### config.mk
export PLATFORM = sky130hd
export DESIGN_NAME = col_stat_reg
export DESIGN_NICKNAME = d
export VERILOG_FILES = /design/src/rtl/col_stat_pkg.sv /design/src/rtl/col_stat_cnt.sv /design/src/rtl/col_stat_warn.sv /design/src/rtl/col_stat_word.sv /design/src/rtl/col_stat_reg.sv
export SDC_FILE = /design/constraint.sdc
export NUM_CORES = 1
export LEC_CHECK = 0
export BUFFER_PORTS_ARGS = -buffer_cell sky130_fd_sc_hd__buf_4
export CAP_MARGIN = 20
export CORE_MARGIN = 2
export CORE_UTILIZATION = 28
export CTS_CLUSTER_SIZE = 28
export DETAILED_ROUTE_END_ITERATION = 16
export PLACE_DENSITY_LB_ADDON = 0.2
export SETUP_SLACK_MARGIN = 0.02
export SKIP_LAST_GASP = 1
export SLEW_MARGIN = 25
export SYNTH_ARGS = -nofsm -noshare
export SYNTH_HDL_FRONTEND = slang
export SYNTH_SLANG_ARGS = --single-unit
export TNS_END_PERCENT = 100
### constraint.sdc
create_clock -name clk -period 1.8 [get_ports clk]
set_input_delay 0.36 -clock clk [delete_from_list [all_inputs] [get_ports clk]]
set_output_delay 0.36 -clock clk [all_outputs]
set_load 0.005 [all_outputs]
### src/rtl/col_stat_pkg.sv
package col_stat_pkg;
  localparam int unsigned DEF_DATA_W  = 16;
  localparam int unsigned DEF_ID_W    = 6;
  localparam int unsigned DEF_CNT_W   = DEF_DATA_W - DEF_ID_W;
  localparam logic [DEF_ID_W-1:0] DEF_ID_CODE = 6'b010010;
endpackage

### src/rtl/col_stat_cnt.sv
module col_stat_cnt #(
  parameter int unsigned CNT_W = 10
) (
  input  logic             clk,
  input  logic             rst_n,
  input  logic             inc,
  input  logic             clr,
  output logic [CNT_W-1:0] count
);
  localparam logic [CNT_W-1:0] ONE = {{(CNT_W-1){1'b0}}, 1'b1};

  logic [CNT_W-1:0] count_q;
  logic [CNT_W-1:0] count_d;
  logic             count_en;

  always_comb begin
    count_en = inc | clr;
    unique case ({clr, inc})
      2'b11:   count_d = ONE;
      2'b10:   count_d = '0;
      2'b01:   count_d = count_q + ONE;
      default: count_d = count_q;
    endcase
  end

  always_ff @(posedge clk or negedge rst_n) begin
    if (!rst_n) begin
      count_q <= '0;
    end else if (count_en) begin
      count_q <= count_d;
    end
  end

  assign count = count_q;
endmodule

### src/rtl/col_stat_warn.sv
module col_stat_warn #(
  parameter int unsigned CNT_W = 10
) (
  input  logic             clk,
  input  logic             rst_n,
  input  logic [CNT_W-1:0] count,
  input  logic             inc,
  input  logic             clr,
  input  logic             en,
  output logic             flag
);
  localparam logic [CNT_W-1:0] BELOW_HALF = {1'b0, {(CNT_W-1){1'b1}}};

  logic flag_q;
  logic flag_d;
  logic set_req;
  logic flag_en;

  always_comb begin
    set_req = en & inc & ~clr & (count == BELOW_HALF);
    flag_en = set_req | clr;
    flag_d  = set_req;
  end

  always_ff @(posedge clk or negedge rst_n) begin
    if (!rst_n) begin
      flag_q <= 1'b0;
    end else if (flag_en) begin
      flag_q <= flag_d;
    end
  end

  assign flag = flag_q;
endmodule

### src/rtl/col_stat_word.sv
module col_stat_word #(
  parameter int unsigned CNT_W  = 10,
  parameter int unsigned ID_W   = 6,
  parameter logic [ID_W-1:0] ID_CODE = 6'b010010,
  localparam int unsigned DATA_W = CNT_W + ID_W
) (
  input  logic [CNT_W-1:0]  count,
  output logic [DATA_W-1:0] word
);
  assign word = {count, ID_CODE};
endmodule

### src/rtl/col_stat_reg.sv
module col_stat_reg
  import col_stat_pkg::*;
#(
  parameter int unsigned DATA_W = DEF_DATA_W,
  parameter int unsigned ID_W   = DEF_ID_W,
  parameter logic [ID_W-1:0] ID_CODE = DEF_ID_CODE,
  localparam int unsigned CNT_W = DATA_W - ID_W
) (
  input  logic              clk,
  input  logic              rst_n,
  input  logic              col_evt,
  input  logic              int_en,
  input  logic              rd_strobe,
  output logic [DATA_W-1:0] rd_data,
  output logic              irq
);
  logic [CNT_W-1:0] tally;

  col_stat_cnt #(.CNT_W(CNT_W)) u_cnt (
    .clk   (clk),
    .rst_n (rst_n),
    .inc   (col_evt),
    .clr   (rd_strobe),
    .count (tally)
  );

  col_stat_warn #(.CNT_W(CNT_W)) u_warn (
    .clk   (clk),
    .rst_n (rst_n),
    .count (tally),
    .inc   (col_evt),
    .clr   (rd_strobe),
    .en    (int_en),
    .flag  (irq)
  );

  col_stat_word #(.CNT_W(CNT_W), .ID_W(ID_W), .ID_CODE(ID_CODE)) u_word (
    .count (tally),
    .word  (rd_data)
  );
endmodule

# [Word level (Yosys, flattened, before mapping)]
# Index checks and enable logic that the tools add are counted.
[word_totals] register_bits=11 output_inout_bits=17 word_cells=16
[classes] addsub=1 eq_ne=4 n_mux=1 n_bitwise=6 n_reduce_logical=2
[op_table] op="10-bit case mux with 3 select lines" count=1
[op_table] op="10-bit by 1-bit adder with 10-bit output (second input constant)" count=1
[op_table] op="10-bit by 9-bit equality test with 1-bit output (second input constant)" count=1
[op_table] op="2-bit equality test (second input constant)" count=2
[op_table] op="1-bit AND" count=3
[op_table] op="3-bit nonzero test" count=1
[op_table] op="2-bit by 1-bit equality test with 1-bit output (second input constant)" count=1
[op_table] op="1-bit OR" count=2
[op_table] op="2-bit AND reduction" count=1
[op_table] op="1-bit inverter" count=1

# [Depth between registers and ports, before layout]
# Gate-level depths: netlist of the first run.
[logic_depth] depth_word=4 mapped_depth=7 ltp_nobuf=6

# [Modules after synthesis]
# Synthesis of the first run repeated with hierarchy kept, for this count alone.
[hier_totals] cells_unflattened=86 hier_area_um2=797.0
[by_module_without_submodules] mod="col_stat_cnt" n_inst=1 cells_per_inst=62 area_per_inst_um2=600.6 seq_area_each_um2=250.2
[by_module_without_submodules] mod="col_stat_word" n_inst=1 cells_per_inst=18 area_per_inst_um2=127.6 seq_area_each_um2=0.0
[by_module_without_submodules] mod="col_stat_warn" n_inst=1 cells_per_inst=6 area_per_inst_um2=68.8 seq_area_each_um2=25.0

# [Worst setup path after synthesis of the first run]
# OpenSTA, ideal clock, no wires.
[synth_timing] kind="input to register" startpoint="input col_evt" endpoint="register u_cnt.count_q[5] (netlist: u_cnt.count[5])" setup_ns=0.078 arrival_time_ns=1.450 required_ns=1.722 slack_ns=0.272 cell_stages=6 path_buffers=1 path_cell_list="inv_1 -> ha_1 -> clkbuf_1 -> nand4b_4 -> or3_1 -> a21oi_1"
[synth_between] elab_chain_len=3
[synth_lines] item="start: declaration" line="col_stat_reg.sv:11" source="input logic col_evt,"
[synth_lines] item="2-bit equality test / 2-bit by 1-bit equality test with 1-bit output (equally long branches)" line="col_stat_cnt.sv:18" source="unique case ({clr, inc})"
[synth_lines] item="3-bit nonzero test (no line)"
[synth_lines] item="2-bit AND reduction (no line)"
[synth_lines] item="end signal: assignment" line="col_stat_cnt.sv:30" source="count_q <= count_d;"
[synth_lines] item="end: declaration" line="col_stat_cnt.sv:12" source="logic [CNT_W-1:0] count_q;"
# Several ways; a longest one is shown, not always the timed one.
# A chain may end at the register's enable or synchronous reset.

# [Worst setup path after layout of the first run]
[layout_timing] startpoint="register u_cnt.count_q[1] (netlist: u_cnt.count[1])" endpoint="register u_cnt.count_q[8] (netlist: u_cnt.count[8])"
[layout_between] elab_chain_len=2
[layout_lines] item="10-bit by 1-bit adder with 10-bit output" line="col_stat_cnt.sv:21" source="2'b01: count_d = count_q + ONE;"
[layout_lines] item="10-bit case mux with 3 select lines" line="col_stat_cnt.sv:18"
# No other way between the ends.

==> reports/results.ini, run 1 <==
[timing]
finalHoldViolCount=0
clock.fmax_mhz=637
fin_crit_ns=1.57
min_period_over_period_pct=87.2
finalSetupTns_ns=0
final-setup-viol-count=0
fin_hold_ws_ns=0.256
finClkSkew_ns=0.00499
finalMaxSlewViolations=0
rsz0062_at_grt=no
timing.final.ws_setup_ns=0.231

[grt]
grt_first_pass_wirelength_mm=2.33
grt_antenna_before_repair=0
grt_pass1_vias=552
grt_overflow=0
grt_max_degree=12
grt_use_total_pct=11.7

[detailed_routing]
finalWirelength_mm=1.26
num_vias=513
dr.pass1.iters=3
avgViaCountPerCell=4.50
dr.first_iter.drc_count=8
drt.antenna.violating_nets=0
wl_per_cell_um=11.0
remaining_drc_errors=0

[finish]
finish.instance_area_um2=828
n_antenna_cell=0
area_delta_synth_final_pct=24.9
final_net_count=96
drive_gt1_share_pct=26.7
fin_cells=114
fillers=242

[synth]
yosys_warnings=0
yosysMostFrequentCell=dfrtp_1
syn_area_per_cell_um2=9.90
ys_seq_area_share_pct=41.5
synth_edf_count=0
synth_top_area_share_pct=41.5
yosys-top-cells-count=dfrtp_1, nor2_1, buf_4
ys_ff_latch=11
syn-cell-area_um2=663
ys.flop_type=dfrtp_1
async_flop_share_pct=100
ys_top_cells_by_area=dfrtp_1, ha_1, buf_4
synth_cells=67
synth_top_cell_by_area=dfrtp_1
yosysUniqueCellTypes=27

[placement]
hpwl_um=996
dp_slack_ns=0.0845
dp.cells=109
place.gp.congestion=0.736
numPortBuffers=15
placed_cell_area_um2=792

[power_and_ir_drop]
ir_drop_mv=0.259
p_sw_mw=0.119
clock_power_share_pct=34.6
p_int_mw=0.366
seqPwrFrac_pct=52.6
p_per_area_nw_per_um2=585
leakage_nw=0.409
swShare_pct=24.6
pwr-share-comb_pct=12.8

[clock_tree]
clockBufferDepth=2
clk_pin_slew_ns=0.07
insertion_delay_ns=0.26
cts_sinks=11
cts.repair.resized=0
post-cts-setup-buffer-count=0
cts_tree=yes
cts_root_buffer=clkbuf_4
htree_levels=1
cts_buffers=3

[floorplan]
start_util_pct=29.7
core_um2=2230
die_width_um=52.7
row_count=17
pin_count=22
die_area_um2=2770
fp.dieH_um=52.7

[setup_path]
path_max_fanout=4
cpMaxStageDelayCell=dfrtp_1
crit_chain=ha_1, and3b_1, or3b_1, xor2_1, nor2_1
critPathRequiredTime_ns=1.94
end_kind=flop
start_kind=flop
worstPathArrival_ns=1.71
worstSetupPathType=reg -> reg
max_stage_delay_ns=0.44

[run_status]
status=complete, no violations

[run]
drv_cap=0

[hold_path]
hp-class=in -> reg

area by class of cell:
cell class,count,area (um^2),share of cell area (%)
Multi-Input combinational cell,50,343,41.4
Sequential cell,11,275,33.2
Timing Repair Buffer,18,138,16.6
Tap cell,28,35.0,4.23
Clock buffer,4,26.3,3.17
Inverter,3,11.3,1.36
kinds of logic (layout without fill, tap and decap cells):
family	Yosys count	in the layout	share of synthesized area, %
xor gates and xnor gates	5	5	6.60
DFF	11	11	41.5
AOI/OAI and AO/OA	10	10	9.25
buffers and inverters	10	25	9.06
and+or+nand+nor	23	23	21.7
adders and majority gates	4	4	7.55
other	2	6	1.13
muxes	2	2	3.21
sequential cells by signal, indices dropped and copies added, names as in the netlist:
register,count
u_cnt.count,10
u_warn.flag,1
metrics by stage:
step / utilization (%) / total power [mW]
final: 37.1 / 0.485
after global routing: 37.1 / 0.523
after CTS: 37.1 / 0.496
after detailed placement: 35.5 / 0.322
after global placement: 35.5 / 0.322
after floorplan: - / 0.299
critical path: cells and delay by family (launching register included):
family	cells	cell delay (ns)
XOR/XNOR	1	0.13
adder cells (fa/ha/maj)	1	0.25
flip-flops	1	0.44
AND/OR/NAND/NOR	3	0.63
timing repair:
item                                    in CTS  in global routing
endpoints found under the hold margin       11                  0
endpoints found under the setup margin       0                  0
hold buffers                                 1                  0
path summary, 6_finish.rpt:
path	to	start	cells after the start	slack [ns]
setup / recovery	u_cnt.count[8]$_DFFE_PN0P_	u_cnt.count[1]$_DFFE_PN0P_	5	0.23
hold / removal	u_warn.flag$_DFFE_PN0P_	rd_strobe	2	0.26
setup reg to reg	u_cnt.count[8]$_DFFE_PN0P_	u_cnt.count[1]$_DFFE_PN0P_	5	0.23
hold reg to reg	u_warn.flag$_DFFE_PN0P_	u_warn.flag$_DFFE_PN0P_	2	0.52
max in group asynchronous	u_cnt.count[5]$_DFFE_PN0P_	rst_n	2	1.19
min in group asynchronous	u_cnt.count[2]$_DFFE_PN0P_	rst_n	2	0.46
power groups by stage:
stage          registers [mW]  logic, mW  clock network [mW]
4_1_cts                 0.255     0.0637               0.177
2_1_floorplan           0.263     0.0363                   0
3_3_place_gp            0.260     0.0618                   0
6_report                0.255     0.0621               0.168
5_1_grt                 0.256     0.0715               0.196
3_5_place_dp            0.260     0.0617                   0
routing by layer:
metal / share of wire (%) / up-vias / global-route usage [%]
li1: - / 260 / -
met1: 45 / 240 / 13.7
met2: 49 / 11 / 19.6
met3: 4.2 / 2 / 2.57
met4: 1.1 / 0 / 6.41
met5: 0 / - / 0
layout by cell type (no fill, tap or decap), drive strengths merged:
cell	synthesis	routed
a21oi	3	3
a31oi	1	1
a32o	2	2
and3b	1	1
and4b	1	1
buf	6	17
clkbuf	1	4
conb	2	6
dfrtp	11	11
dlygate4sd3	0	1
ha	4	4
inv	3	3
mux2	1	1
mux2i	1	1
nand2	5	5
nand2b	1	1
nand3	1	1
nand4	2	2
nand4b	1	1
nor2	7	7
nor3	1	1
o21ai	4	4
or3	2	2
or3b	1	1
xnor2	2	2
xor2	3	3
Power figures use the tool's default switching activity.
==> inputs of run 2 (changes only) <==
- RECOVER_POWER: not set -> 25
- clock period: 1.8 -> 1.6 ns (I/O delays scaled with it)
==> reports/results.ini, run 2 (synthesis gave the netlist of run 1 again) <==
[floorplan]
core_um2=2230  ; unchanged
start_util_pct=29.7  ; unchanged
die_width_um=52.7  ; unchanged
fp.dieH_um=52.7  ; unchanged
die_area_um2=2770  ; unchanged
pin_count=22  ; unchanged
row_count=17  ; unchanged

[detailed_routing]
drt.antenna.violating_nets=0  ; unchanged
remaining_drc_errors=0  ; unchanged
avgViaCountPerCell=4.48  ; -0.46%
wl_per_cell_um=11.4  ; +3.2%
dr.first_iter.drc_count=3  ; -5
num_vias=542  ; +5.7%
finalWirelength_mm=1.38  ; +9.5%
dr.pass1.iters=4  ; +1

[clock_tree]
insertion_delay_ns=0.28  ; +0.02 ns
clockBufferDepth=2  ; unchanged
cts_hold_repair.buffers=1  ; unchanged
clk_pin_slew_ns=0.07  ; about the same
htree_levels=1  ; unchanged
post-cts-setup-buffer-count=0  ; unchanged
cts.repair.resized=0  ; unchanged
cts_sinks=11  ; unchanged
cts_buffers=3  ; unchanged
cts_root_buffer=clkbuf_4
cts_tree=yes

[power_and_ir_drop]
leakage_nw=0.441  ; +7.7%
swShare_pct=25.3  ; +0.71 points
pwr-share-comb_pct=15.0  ; +2.2 points
seqPwrFrac_pct=50.5  ; -2.1 points
p_per_area_nw_per_um2=644  ; +10%
clock_power_share_pct=34.4  ; -0.2 points
ir_drop_mv=0.430  ; +66%
p_int_mw=0.422  ; +15%
p_sw_mw=0.143  ; +20%
power_mw=0.565  ; +16%

[timing]
clock.fmax_mhz=684  ; +7.4%
timing.final.ws_setup_ns=0.138  ; -0.0924 ns
finClkSkew_ns=0.00196  ; -0.00303 ns
finalMaxSlewViolations=0  ; unchanged
finalHoldViolCount=0  ; unchanged
min_period_over_period_pct=91.4  ; +4.2 points
rsz0062_at_grt=no
finalSetupTns_ns=0  ; unchanged
maxSlewHeadroom_pct=59.0
tightest_slew_ns=0.614
final-setup-viol-count=0  ; unchanged
fin_crit_ns=1.46  ; -0.108 ns

[finish]
multi_input_area_um2=343  ; unchanged
post-route-util_pct=39.3  ; +2.2 points
largest_register_ffs=10  ; unchanged
most-common-layout-cells=buf_4, dfrtp_1, nor2_1
fillers=239  ; -1.2%
n_antenna_cell=0  ; unchanged
final_net_count=103  ; +7.3%
ff_latch_area_um2=275  ; unchanged
drive_gt1_share_pct=31.2  ; +4.4 points
area_delta_synth_final_pct=32.3
final_common_cell=buf_4

[run]
drv_cap=0  ; unchanged

[setup_path]
start_kind=flop
path_max_fanout=4  ; unchanged
r2r_slack_ns=0.14  ; -0.09 ns
worstPathArrival_ns=1.63  ; -0.08 ns
worstSetupPathType=reg -> reg
end_kind=flop
critPathRequiredTime_ns=1.77  ; -0.17 ns

[grt]
grt_overflow=0  ; unchanged
grt_antenna_before_repair=0  ; unchanged
grt_use_total_pct=11.8  ; +0.11 points
grt_pass1_vias=564  ; +2.2%
grt_first_pass_wirelength_mm=2.37  ; +1.5%
grt_max_degree=12  ; unchanged

[placement]
place.gp.congestion=0.760  ; +3.4%
hpwl_mm=1.06  ; +6.6%
dp_slack_ns=-0.0442  ; -0.129 ns
numPortBuffers=15  ; unchanged

[hold_path]
hp-class=in -> reg

[run_status]
status=complete, no violations

## run 2: metrics by stage
| step | hold WS, ns | std cells | cell area [um^2] |
|---|---|---|---|
| floorplan | 0.0244 | 71 | 678 |
| global placement | 0.166 | 116 | 845 |
| detailed placement | 0.166 | 116 | 845 |
| CTS | 0.288 | 121 | 881 |
| global route | 0.285 | 121 | 877 |
| finish | 0.289 | 121 | 877 |
## run 2: layer usage
metal / vias to the layer above / routed length (um) / global-route usage, %
li1: 270 / - / -
met1: 254 / 590 / 12.8
met2: 14 / 683 / 20.6
met3: 4 / 81 / 4.29
met4: 0 / 24 / 4.70
met5: - / 0 / 0
## run 2: power by group through the flow
stage	Sequential [mW]	Combinational, mW	Clock [mW]
after floorplan	0.296	0.0408	0
after global placement	0.291	0.0845	0
after detailed placement	0.291	0.0847	0
after CTS	0.285	0.0876	0.200
after global routing	0.286	0.0955	0.212
final	0.285	0.0849	0.194
## run 2: path summary, 6_finish.rpt
path / from / end / depth (start not counted)
hold / removal: int_en / u_warn.flag$_DFFE_PN0P_ / 3
setup / recovery: u_cnt.count[0]$_DFFE_PN0P_ / u_cnt.count[8]$_DFFE_PN0P_ / 5
max in group asynchronous: rst_n / u_cnt.count[9]$_DFFE_PN0P_ / 2
hold reg to reg: u_warn.flag$_DFFE_PN0P_ / u_warn.flag$_DFFE_PN0P_ / 2
setup reg to reg: u_cnt.count[0]$_DFFE_PN0P_ / u_cnt.count[8]$_DFFE_PN0P_ / 5
min in group asynchronous: rst_n / u_cnt.count[3]$_DFFE_PN0P_ / 2
## run 2: critical path: stages (launching register included)
cell and delay, ns:
dfrtp_1 0.36, ha_1 0.22, and3b_1 0.20, or3b_1 0.37
xor2_1 0.16, nor2_1 0.05
## run 2: cell type report
type | count | area share [%]
Clock buffer | 4 | 3.00
Sequential cell | 11 | 31.4
Timing Repair Buffer | 25 | 21.3
Multi-Input combinational cell | 50 | 39.1
Inverter | 3 | 1.28
Tap cell | 28 | 3.99
==> inputs of run 3 (changes only) <==
- CORE_MARGIN: 2 -> not set
==> reports/results.ini, run 3 (synthesis gave the netlist of run 1 again) <==
[timing]
final-setup-viol-count=0  ; unchanged
finalHoldViolCount=0  ; unchanged
timing.final.ws_setup_ns=0.177  ; +0.0386 ns
maxSlewHeadroom_pct=58.8  ; -0.29 points
finClkSkew_ns=0.00257  ; +0.000604 ns
rsz0062_at_grt=no
fin_hold_ws_ns=0.300  ; +0.0110 ns
tightest_slew_ns=0.619  ; +0.00430 ns
finalSetupTns_ns=0  ; unchanged
finalMaxSlewViolations=0  ; unchanged
fin_crit_ns=1.42  ; -0.0386 ns
min_period_over_period_pct=88.9  ; -2.4 points
clock.fmax_mhz=703  ; +2.7%

[power_and_ir_drop]
ir_drop_mv=0.423  ; -1.7%
p_per_area_nw_per_um2=641  ; -0.46%
pwr-share-comb_pct=14.8  ; -0.2 points
clock_power_share_pct=34.2  ; -0.2 points
swShare_pct=24.9  ; -0.42 points
p_sw_mw=0.139  ; -2.7%
seqPwrFrac_pct=51.0  ; +0.5 points
leakage_nw=0.434  ; -1.6%
p_int_mw=0.420  ; -0.47%
power_mw=0.559  ; -1.0%

[placement]
place.gp.congestion=0.666  ; -12%
dp_slack_ns=0.00257  ; +0.0467 ns
dp.cells=115  ; -0.86%
numPortBuffers=15  ; unchanged
placed_cell_area_um2=837  ; -0.89%

[floorplan]
core_um2=2210  ; -0.95%
die_width_um=50.7  ; -3.8%
start_util_pct=30.0  ; +0.29 points
pin_count=22  ; unchanged
row_count=17  ; unchanged
fp.dieH_um=50.7  ; -3.8%
die_area_um2=2570  ; -7.5%

[clock_tree]
cts_buffers=3  ; unchanged
clockBufferDepth=2  ; unchanged
clk_pin_slew_ns=0.07  ; about the same
htree_levels=1  ; unchanged
post-cts-setup-buffer-count=0  ; unchanged
insertion_delay_ns=0.27  ; about the same
cts_sinks=11  ; unchanged
cts_tree=yes
cts_root_buffer=clkbuf_4

[setup_path]
worstSetupPathType=reg -> reg
end_kind=flop
cpMaxStageDelayCell=or3b_1
r2r_cells=5  ; unchanged
max_stage_delay_ns=0.37  ; about the same
path_max_fanout=4  ; unchanged
crit_chain=ha_2, and3b_1, or3b_1, xor2_1, nor2_1
r2r_slack_ns=0.18  ; +0.04 ns
start_kind=flop
cp.depth=5  ; unchanged
cp_num_buf_inv=0  ; unchanged
worstPathArrival_ns=1.62  ; about the same
path_delay_family=simple AND/OR/NAND/NOR gates
critPathRequiredTime_ns=1.80  ; +0.03 ns

[run]
drv_cap=0  ; unchanged

[detailed_routing]
remaining_drc_errors=0  ; unchanged
finalWirelength_mm=1.34  ; -3.0%
num_vias=519  ; -4.2%
dr.first_iter.drc_count=3  ; unchanged
drt.antenna.violating_nets=0  ; unchanged
dr.pass1.iters=2  ; -2
avgViaCountPerCell=4.33  ; -3.4%
wl_per_cell_um=11.2  ; -2.2%

[hold_path]
hp-class=in -> reg
whs_path_depth=3  ; unchanged

[finish]
post-route-util_pct=39.4  ; +0.15 points
drive_gt1_share_pct=31.5  ; +0.34 points
fin_cells=120  ; -0.83%
most-common-layout-cells=buf_4, dfrtp_1, nor2_1
finish.instance_area_um2=872  ; -0.57%
n_antenna_cell=0  ; unchanged
area_delta_synth_final_pct=31.5
largest_register_ffs=10  ; unchanged
final_net_count=102  ; -0.97%
final_common_cell=buf_4

[grt]
grt_use_total_pct=12.9  ; +1.1 points
grt_first_pass_wirelength_mm=2.40  ; +1.5%
grt_antenna_before_repair=0  ; unchanged
grt_pass1_vias=507  ; -10%
grt_overflow=0  ; unchanged
grt_max_degree=12  ; unchanged

[run_status]
status=complete, no violations

## run 3: cell count changes in the layout (fill, tap and decap cells not counted)
cell	change
buf_4	-1
ha_1	-1
ha_2	+1
## run 3: area by class of cell
type,count,area [um^2]
Clock buffer,4,26.3
Fill cell,239,1340
Inverter,3,11.3
Multi-Input combinational cell,50,345
Sequential cell,11,275
Tap cell,28,35.0
Timing Repair Buffer,24,179
## run 3: tightest hold or removal path, cell delays in order
cell and delay, ns:
buf_4 0.07, a31oi_1 0.06, nor2_1 0.08
## run 3: power groups by stage
| stage | Clock [mW] | Sequential, mW | Combinational [mW] |
|---|---|---|---|
| after floorplan | 0 | 0.296 | 0.0408 |
| after global placement | 0 | 0.291 | 0.0824 |
| after detailed placement | 0 | 0.291 | 0.0831 |
| after CTS | 0.202 | 0.285 | 0.0854 |
| after global routing | 0.216 | 0.286 | 0.0936 |
| final | 0.191 | 0.285 | 0.0826 |
## run 3: final timing paths
| path | start | endpoint |
|---|---|---|
| worst max-delay path | u_cnt.count[0]$_DFFE_PN0P_ | u_cnt.count[8]$_DFFE_PN0P_ |
| worst min-delay path | int_en | u_warn.flag$_DFFE_PN0P_ |
| worst max register to register | u_cnt.count[0]$_DFFE_PN0P_ | u_cnt.count[8]$_DFFE_PN0P_ |
| worst min register to register | u_warn.flag$_DFFE_PN0P_ | u_warn.flag$_DFFE_PN0P_ |
| max in group asynchronous | rst_n | u_cnt.count[0]$_DFFE_PN0P_ |
| min in group asynchronous | rst_n | u_warn.flag$_DFFE_PN0P_ |
## run 3: what timing repair did
action / 4_1_cts / 5_1_grt
hold buffers: 1 / 0
resized for setup: 0 / 1
setup endpoints to repair: 0 / 1
endpoints found under the hold margin: 11 / 0
## run 3: routing by layer
metal / wire length (um) / track usage [%]
met3: 65 / 5.45
met2: 617 / 18.4
met5: 0 / 0
met1: 642 / 17.2
met4: 12 / 4.17
